File: src/rtl/bsr_pkg.sv
package bsr_pkg;

  typedef enum logic [1:0] {
    MODE_FUNC   = 2'd0,
    MODE_EXTEST = 2'd1,
    MODE_HIZ    = 2'd2
  } pin_mode_e;

  typedef struct packed {
    logic capture;
    logic shift;
    logic update;
  } dr_op_t;

  // high impedance outranks EXTEST
  function automatic pin_mode_e decode_mode(input logic extest, input logic hiz);
    if (hiz) return MODE_HIZ;
    if (extest) return MODE_EXTEST;
    return MODE_FUNC;
  endfunction

endpackage

File: src/rtl/bsr_ctrl.sv
module bsr_ctrl
  import bsr_pkg::*;
(
  input  logic   clk_i,
  input  logic   rst_ni,
  input  logic   sel_i,
  input  logic   capture_i,
  input  logic   shift_i,
  input  logic   update_i,
  output dr_op_t op_o
);

  always_comb begin
    op_o         = '0;
    op_o.capture = sel_i & capture_i;
    op_o.shift   = sel_i & shift_i & ~capture_i;  // capture wins
    op_o.update  = sel_i & update_i;
  end

  p_no_shift_unselected_r5: assert property (@(posedge clk_i) disable iff (!rst_ni)
    !sel_i |-> (op_o == '0));

  p_capture_excl_r10: assert property (@(posedge clk_i) disable iff (!rst_ni)
    capture_i |-> !op_o.shift);

endmodule

File: src/rtl/bsr_cell.sv
module bsr_cell (
  input  logic clk_i,
  input  logic rst_ni,
  input  logic cap_i,
  input  logic sh_i,
  input  logic upd_i,
  input  logic pin_i,
  input  logic si_i,
  output logic so_o,
  output logic upd_q_o
);

  always_ff @(posedge clk_i or negedge rst_ni) begin
    if (!rst_ni)    so_o <= 1'b0;
    else if (cap_i) so_o <= pin_i;
    else if (sh_i)  so_o <= si_i;
  end

  always_ff @(posedge clk_i or negedge rst_ni) begin
    if (!rst_ni)    upd_q_o <= 1'b0;
    else if (upd_i) upd_q_o <= so_o;
  end

endmodule

File: src/rtl/bsr_pin_mux.sv
module bsr_pin_mux
  import bsr_pkg::*;
#(
  parameter int unsigned CHAIN_LEN = 96,
  parameter int unsigned OE_CELL   = 85
) (
  input  pin_mode_e             mode_i,
  input  logic [CHAIN_LEN-1:0] upd_q_i,
  input  logic [CHAIN_LEN-1:0] func_data_i,
  input  logic                  func_oe_i,
  output logic [CHAIN_LEN-1:0] pin_data_o,
  output logic                  bus_oe_o
);

  always_comb begin
    unique case (mode_i)
      MODE_EXTEST: begin
        pin_data_o = upd_q_i;
        bus_oe_o   = upd_q_i[OE_CELL];
      end
      MODE_HIZ: begin
        pin_data_o = func_data_i;
        bus_oe_o   = 1'b0;
      end
      default: begin
        pin_data_o = func_data_i;
        bus_oe_o   = func_oe_i;
      end
    endcase
  end

endmodule

File: src/rtl/bsr_chain.sv
module bsr_chain
  import bsr_pkg::*;
#(
  parameter int unsigned CHAIN_LEN = 96,
  parameter int unsigned OE_CELL   = 85
) (
  input  logic                  clk_i,
  input  logic                  rst_ni,
  input  logic                  tdi_i,
  input  logic                  capture_dr_i,
  input  logic                  shift_dr_i,
  input  logic                  update_dr_i,
  input  logic                  bs_sel_i,
  input  logic                  extest_i,
  input  logic                  hiz_i,
  input  logic [CHAIN_LEN-1:0] pin_i,
  input  logic [CHAIN_LEN-1:0] func_data_i,
  input  logic                  func_oe_i,
  output logic                  tdo_o,
  output logic [CHAIN_LEN-1:0] pin_data_o,
  output logic                  bus_oe_o
);

  localparam int unsigned TOP = CHAIN_LEN - 1;

  dr_op_t                 op;
  pin_mode_e              mode;
  logic [CHAIN_LEN-1:0]  sr_q;
  logic [CHAIN_LEN-1:0]  upd_q;

  bsr_ctrl u_ctrl (
    .clk_i     (clk_i),
    .rst_ni    (rst_ni),
    .sel_i     (bs_sel_i),
    .capture_i (capture_dr_i),
    .shift_i   (shift_dr_i),
    .update_i  (update_dr_i),
    .op_o      (op)
  );

  for (genvar i = 0; i < CHAIN_LEN; i++) begin : g_cell
    logic si;
    if (i == TOP) begin : g_head
      assign si = tdi_i;
    end else begin : g_body
      assign si = sr_q[i+1];
    end
    bsr_cell u_cell (
      .clk_i   (clk_i),
      .rst_ni  (rst_ni),
      .cap_i   (op.capture),
      .sh_i    (op.shift),
      .upd_i   (op.update),
      .pin_i   (pin_i[i]),
      .si_i    (si),
      .so_o    (sr_q[i]),
      .upd_q_o (upd_q[i])
    );
  end

  assign tdo_o = sr_q[0];
  assign mode  = decode_mode(extest_i, hiz_i);

  bsr_pin_mux #(
    .CHAIN_LEN (CHAIN_LEN),
    .OE_CELL   (OE_CELL)
  ) u_mux (
    .mode_i      (mode),
    .upd_q_i     (upd_q),
    .func_data_i (func_data_i),
    .func_oe_i   (func_oe_i),
    .pin_data_o  (pin_data_o),
    .bus_oe_o    (bus_oe_o)
  );

  p_capture_r1: assert property (@(posedge clk_i) disable iff (!rst_ni)
    (capture_dr_i && bs_sel_i) |=> (sr_q == $past(pin_i)));

  p_shift_head_r2: assert property (@(posedge clk_i) disable iff (!rst_ni)
    (shift_dr_i && bs_sel_i && !capture_dr_i) |=> (sr_q[TOP] == $past(tdi_i)));

  p_shift_tail_r2: assert property (@(posedge clk_i) disable iff (!rst_ni)
    (shift_dr_i && bs_sel_i && !capture_dr_i) |=> (tdo_o == $past(sr_q[1])));

  p_latch_hold_r4: assert property (@(posedge clk_i) disable iff (!rst_ni)
    !(update_dr_i && bs_sel_i) |=> $stable(upd_q));

  p_chain_hold_r5: assert property (@(posedge clk_i) disable iff (!rst_ni)
    !bs_sel_i |=> $stable(sr_q));

  p_extest_data_r6: assert property (@(posedge clk_i) disable iff (!rst_ni)
    (extest_i && !hiz_i) |-> (pin_data_o == upd_q));

  p_oe_cell_r7: assert property (@(posedge clk_i) disable iff (!rst_ni)
    (extest_i && !hiz_i) |-> (bus_oe_o == upd_q[OE_CELL]));

  p_hiz_off_r8: assert property (@(posedge clk_i) disable iff (!rst_ni)
    hiz_i |-> !bus_oe_o);

endmodule

File: config.mk
export PLATFORM = sky130hd
export DESIGN_NAME = bsr_chain
export DESIGN_NICKNAME = d
export VERILOG_FILES = /design/src/rtl/bsr_pkg.sv /design/src/rtl/bsr_ctrl.sv /design/src/rtl/bsr_cell.sv /design/src/rtl/bsr_pin_mux.sv /design/src/rtl/bsr_chain.sv
export SDC_FILE = /design/constraint.sdc
export NUM_CORES = 1
export LEC_CHECK = 0
export CORE_MARGIN = 2
export CORE_UTILIZATION = 24
export CTS_CLUSTER_SIZE = 30
export DETAILED_ROUTE_END_ITERATION = 8
export GPL_ROUTABILITY_DRIVEN = 0
export GPL_TIMING_DRIVEN = 0
export MAX_ROUTING_LAYER = met4
export SLEW_MARGIN = 20
export SYNTH_ARGS = -nofsm -noshare
export SYNTH_HDL_FRONTEND = slang
export SYNTH_SLANG_ARGS = --single-unit
export TNS_END_PERCENT = 100
File: constraint.sdc
create_clock -name clk_i -period 1.1 [get_ports clk_i]
set_input_delay 0.165 -clock clk_i [delete_from_list [all_inputs] [get_ports clk_i]]
set_output_delay 0.165 -clock clk_i [all_outputs]
set_load 0.05 [all_outputs]
==> flow_summary.yaml, run 1 <==
run_status:
  outcome: "finished, violations left"
  violations: "negative setup slack"
layout:
  stdcell_count: 1539
  fillers: 3816
  fin_area_um2: 14700
  utilization_pct: 36.9
  area_delta_synth_final_pct: 50.6
  drive_gt1_share_pct: 31.5
  nets: 1199
timing:
  fin_ws_ps: -524
  whs_ps: 91.4
  period_needed_ps: 1620
  hold_viol: 0
  grt_setup_unrepaired: "yes"
  fin_worst_skew_ps: 25.9
  setup_violations: 99
  slew_headroom_pct: 65.3
  maxSlewViolCount: 0
  fmax_mhz: 616
  fin_crit_sh_pct: 148
  tightestPinTransition_ps: 520
routing:
  dr.pass1.iters: 5
  drt-initial-drc-count: 366
  via_count: 7267
  wire_per_inst_um: 21.8
  via_per_inst: 4.72
  wl_um: 33500
  antenna_left: 0
  drc: 0
synth:
  yosys.area.top_type_share_pct: 49.2
  synth_compound_area_share_pct: 11.1
  synth-seq-area-share_pct: 49.2
  synth_xor_area_share_pct: 0
  synth_area_leader_cell: "dfrtp_1"
  synth_top_family_by_area: "multiplexers"
  ys_seq_elements: 192
  syn_area_um2: 9770
  syn_inst: 655
  synth_area_leaders: "dfrtp_1 49%, mux2_1 18%, nand4bb_1 11%"
  synth-adder-area-share_pct: 0
  synth_mux_area_share_pct: 23.8
  yosys_warnings: 0
  syn_area_per_cell_um2: 14.9
  synth.distinct_cells: 15
  syn_nets: 857
  yosys.area_share.simple_pct: 11.3
clock_network:
  clock_path_buffers: 2
  clk_pin_slew_ps: 70
  clockRootBuffer: "clkbuf_16"
  cts_buffers: 17
  clock-sinks: 192
  clock_latency_ps: 460
  cts_tree: "done"
  htree_levels: 4
critical_path:
  worstSetupStartpoint: "hiz_i"
  cp_num_buf_inv: 6
  rr_startpoint: "g_cell[0].u_cell.so_o$_DFFE_PN0P_"
  crit_arrival_ps: 1460
  critPathRequiredTime_ps: 940
  cp_top_family: "buffers and inverters"
  worstSetupPathType: "in2out"
  endpoint_kind: "output port"
  path_cells: "buf_6 -> nand2b_4 -> buf_12 -> buf_16 -> buf_12 -> buf_16 -> mux2_4 -> buf_8"
  crit_path_start_kind: "primary input"
  slowest_stage: "mux2_4"
  path_max_fanout: 6
  critical-path-max-stage-delay_ps: 310
power:
  ir_worst_vdd_mv: 0.909
  p_leak_nw: 5.76
  powerDensity_nw_per_um2: 1510
grt:
  overflow: 0
  grt_first_pass_wirelength_um: 48800
  grt_max_degree: 96
  grt_usage_pct: 16.2
  antenna_found_initial: 6
  grt_pass1_vias: 7644
placed_design:
  placed_cell_area_um2: 13600
  dp_cells: 1480
  numPortBuffers: 298
  hpwlAfterDp_um: 23700
floorplanning:
  die_x_um: 206
  rows: 73
  die_h_um: 206
  die_area_um2: 42300
  io_pins: 300
  design.core.area_um2: 39900
  start_util_pct: 24.5
flow_run:
  cap_violations: 0
min_path:
  hp-class: "in2async"
-- worst paths after layout --
path                                                         end  slack, ps  cells after the start
setup / recovery                                  pin_data_o[83]       -520                      8
hold / removal             g_cell[74].u_cell.upd_q_o$_DFFE_PN0P_         90                      2
setup reg to reg            g_cell[0].u_cell.upd_q_o$_DFFE_PN0P_        -10                      3
hold reg to reg            g_cell[49].u_cell.upd_q_o$_DFFE_PN0P_        490                      1
max in group asynchronous      g_cell[0].u_cell.so_o$_DFFE_PN0P_        260                      3
min in group clk_i         g_cell[94].u_cell.upd_q_o$_DFFE_PN0P_        320                      4
-- area by class of cell --
class / instances / area (µm²) / share of cell area, %
clock buffers: 20 / 457 / 3.10
flip-flops and latches: 192 / 4810 / 32.7
multi-input cells: 390 / 4630 / 31.5
repair buffers: 325 / 3470 / 23.6
clock inverters: 11 / 83.8 / 0.570
plain buffers: 71 / 592 / 4.02
well taps: 525 / 657 / 4.47
diodes: 5 / 12.5 / 0.0851
-- power by group --
| part | total [mW] | internal [mW] | switching [mW] | leakage, nW |
|---|---|---|---|---|
| Clock | 5.96 | 3.02 | 2.93 | 0.267 |
| Combinational | 6.77 | 3.54 | 3.23 | 3.40 |
| Sequential | 9.45 | 8.40 | 1.04 | 2.09 |
| Total | 22.2 | 15.0 | 7.20 | 5.76 |
-- repair_timing --
action	in CTS	in global routing
endpoints found under the setup margin	255	98
gates cloned	3	1
hold buffers	1	0
setup buffers	13	8
pin swaps	2	0
hold endpoints to repair	192	0
gates resized for setup	729	41
-- layer usage --
metal,routed length (µm),up-vias,track usage [%]
li1,-,3324,-
met1,15400,3655,21.0
met2,15300,257,24.8
met3,2300,31,4.50
met4,531,0,4.60
met5,0,-,-
-- logic make-up after synthesis --
group / count (synthesis)
AOI/OAI and AO/OA: 97
buffers and inverters: 73
DFF: 192
muxes: 193
and+or+nand+nor: 100
-- flip-flops by register name, indices dropped and copies added, names as in the netlist --
signal / cells
g_cell.u_cell.upd_q_o: 96
g_cell.u_cell.so_o: 96
-- metrics by stage --
step,setup TNS [ps],power [mW],worst slack [ps]
final,-39100,22.2,-524
after global routing,-42510,23.2,-558
after global placement,-1927290,15.7,-8530
after detailed placement,-294260,15.8,-1620
after CTS,-40210,22.3,-547
after floorplan,-10250,13.1,-126
-- cell usage after synthesis --
master,count
o221a_1,96
nand2b_1,1
nand4bb_1,96
buf_6,14
mux2_4,40
dfrtp_1,192
nand2_2,1
nand2_4,1
buf_2,34
clkbuf_1,19
nor2_1,1
mux2_1,152
o21a_1,1
buf_4,6
mux2i_1,1
-- worst register-to-register path, stage by stage, from the launching register on --
cell and delay [ps]:
dfrtp_2 450, buf_4 150, buf_4 140, mux2_4 260
-- cells in the final DEF, fill, tap and decap left out, types with 5 or more instances in the layout --
master           synthesis  layout
buf_12                   0      11
buf_16                   0       5
buf_2                   34      29
buf_4                    6      25
buf_6                   14      96
buf_8                    0      13
clkbuf_1                19      16
clkbuf_16                0      18
clkdlybuf4s50_1          0     194
dfrtp_1                192     190
diode_2                  0       5
mux2_1                 152      95
mux2_2                   0      31
mux2_4                  40      66
nand4bb_1               96      96
o221a_1                 96      96
(Power assumes the default switching activity.)
==> inputs of run 2 (changes only) <==
Settings changed: CAP_MARGIN set to 10, CORE_MARGIN 2 to 8.
==> flow_summary.yaml, run 2 (synthesized netlist as in run 1, its figures left out) <==
floorplanning:
  design.core.area_um2: 40500
  io_pins: 300
  die_h_um: 218
  die_x_um: 218
  rows: 74
  die_area_um2: 47400
  start_util_pct: 24.1
power:
  powerDensity_nw_per_um2: 1520
  power_mw: 22.7
  ir_worst_vdd_mv: 0.832
  p_leak_nw: 5.90
critical_path:
  path_max_fanout: 5
  crit_arrival_ps: 1420
  cpMostUsedCell: "buf_16"
  worstSetupPathType: "in2out"
  slowest_stage: "mux2_4"
  crit_path_start_kind: "primary input"
  critPathRequiredTime_ps: 940
  critical-path-max-stage-delay_ps: 310
  path_cells: "buf_6 -> nand2b_4 -> buf_16 -> buf_12 -> buf_16 -> mux2_4 -> buf_8"
  endpoint_kind: "output port"
  cp_top_family: "buffers and inverters"
  cp_num_buf_inv: 5
clock_network:
  cts_tree: "done"
  htree_levels: 4
  cts_buffers: 17
  clk_pin_slew_ps: 70
  clockRootBuffer: "clkbuf_16"
  clock-sinks: 192
  clock_path_buffers: 2
  clock_latency_ps: 450
timing:
  fin_ws_ps: -489
  fin_crit_sh_pct: 144
  grt_setup_unrepaired: "yes"
  fin_worst_skew_ps: 9.61
  slew_headroom_pct: 66.7
  maxSlewViolCount: 0
  setup_violations: 98
  period_needed_ps: 1590
  fmax_mhz: 629
  tightestPinTransition_ps: 500
  hold_viol: 0
grt:
  antenna_found_initial: 1
  grt_first_pass_wirelength_um: 54200
  overflow: 0
  grt_pass1_vias: 8113
  grt_max_degree: 91
  grt_usage_pct: 15.7
layout:
  nets: 1203
  drive_gt1_share_pct: 31.7
  fillers: 3897
  utilization_pct: 37.1
  final_cell_mix: "194 x clkdlybuf4s50_1, 192 x dfrtp_1, 96 x nand4bb_1, 96 x o221a_1, 96 x mux2_1"
  multi_input_area_um2: 4650
  final_common_cell: "clkdlybuf4s50_1"
  largestRegisters: "g_cell.u_cell.so_o: 96 flops, g_cell.u_cell.upd_q_o: 96 flops"
  regArea_um2: 4800
  area_delta_synth_final_pct: 53.5
run_status:
  violations: "negative setup slack"
  outcome: "finished, violations left"
routing:
  wl_um: 36500
  via_per_inst: 4.74
  antenna_left: 0
  wire_per_inst_um: 23.6
  drt-initial-drc-count: 371
  drc: 0
  dr.pass1.iters: 4
  via_count: 7327
placed_design:
  hpwlAfterDp_um: 26000
  dp_slack_ps: -1690
  numPortBuffers: 298
min_path:
  hp-class: "in2async"
flow_run:
  cap_violations: 0
==> run 2: layout make-up <==
class                      count  area share, %
antenna                        1         0.0167
buffer                        68           3.60
clock buffer                  18           2.93
clock inverter                14          0.968
multi-input combinational    390           31.0
sequential                   192           32.0
tap                          532           4.44
timing repair buffer         332           25.0
==> run 2: metrics by stage <==
| step | area, µm² | hold WS (ps) | TNS, ps | std cells |
|---|---|---|---|---|
| 2_1_floorplan | 9880 | -131 | -10250 | 655 |
| 3_3_place_gp | 13500 | 471 | -1939600 | 1485 |
| 3_5_place_dp | 13600 | -1.58 | -300350 | 1487 |
| 4_1_cts | 15000 | 116 | -46370 | 1548 |
| 5_1_grt | 15000 | 136 | -41280 | 1547 |
| 6_report | 15000 | 137 | -37060 | 1547 |
==> run 2: path summary, 6_finish.rpt <==
check,startpoint,end,slack (ps),cells past startpoint
hold reg to reg,g_cell[53].u_cell.upd_q_o$_DFFE_PN0P_,g_cell[53].u_cell.upd_q_o$_DFFE_PN0P_,490,1
hold / removal,rst_ni,g_cell[53].u_cell.upd_q_o$_DFFE_PN0P_,140,2
setup / recovery,hiz_i,pin_data_o[54],-490,7
min in group clk_i,bs_sel_i,g_cell[80].u_cell.so_o$_DFFE_PN0P_,340,4
setup reg to reg,g_cell[5].u_cell.upd_q_o$_DFFE_PN0P_,g_cell[5].u_cell.upd_q_o$_DFFE_PN0P_,150,2
max in group asynchronous,rst_ni,g_cell[73].u_cell.upd_q_o$_DFFE_PN0P_,250,3
==> run 2: repair_timing <==
| item | 4_1_cts | 5_1_grt |
|---|---|---|
| hold buffers | 1 | 0 |
| setup endpoints to repair | 244 | 101 |
| endpoints found under the hold margin | 192 | 0 |
| resized for setup | 777 | 35 |
| cloned | 9 | 0 |
| setup buffers | 19 | 7 |
| pin swaps | 1 | 1 |
==> run 2: worst reg2reg max path, cell delays in order, from the launching register on <==
cell     delay (ps)
dfrtp_1         410
buf_4           140
mux2_1          280
==> run 2: layer usage <==
| metal | global-route usage, % | vias to the layer above | part of all wire [%] | wire [µm] |
|---|---|---|---|---|
| li1 | - | 3330 | - | - |
| met1 | 20.5 | 3726 | 46 | 16700 |
| met3 | 4.51 | 23 | 7.1 | 2590 |
| met2 | 24.1 | 248 | 46 | 16800 |
| met4 | 3.34 | 0 | 1.1 | 403 |
| met5 | - | - | 0 | 0 |
==> run 2: power breakdown <==
part | internal (mW) | switching (mW) | total (mW)
Combinational | 3.62 | 3.31 | 6.93
Sequential | 8.40 | 1.04 | 9.44
Clock | 3.27 | 3.08 | 6.35
Total | 15.3 | 7.43 | 22.7
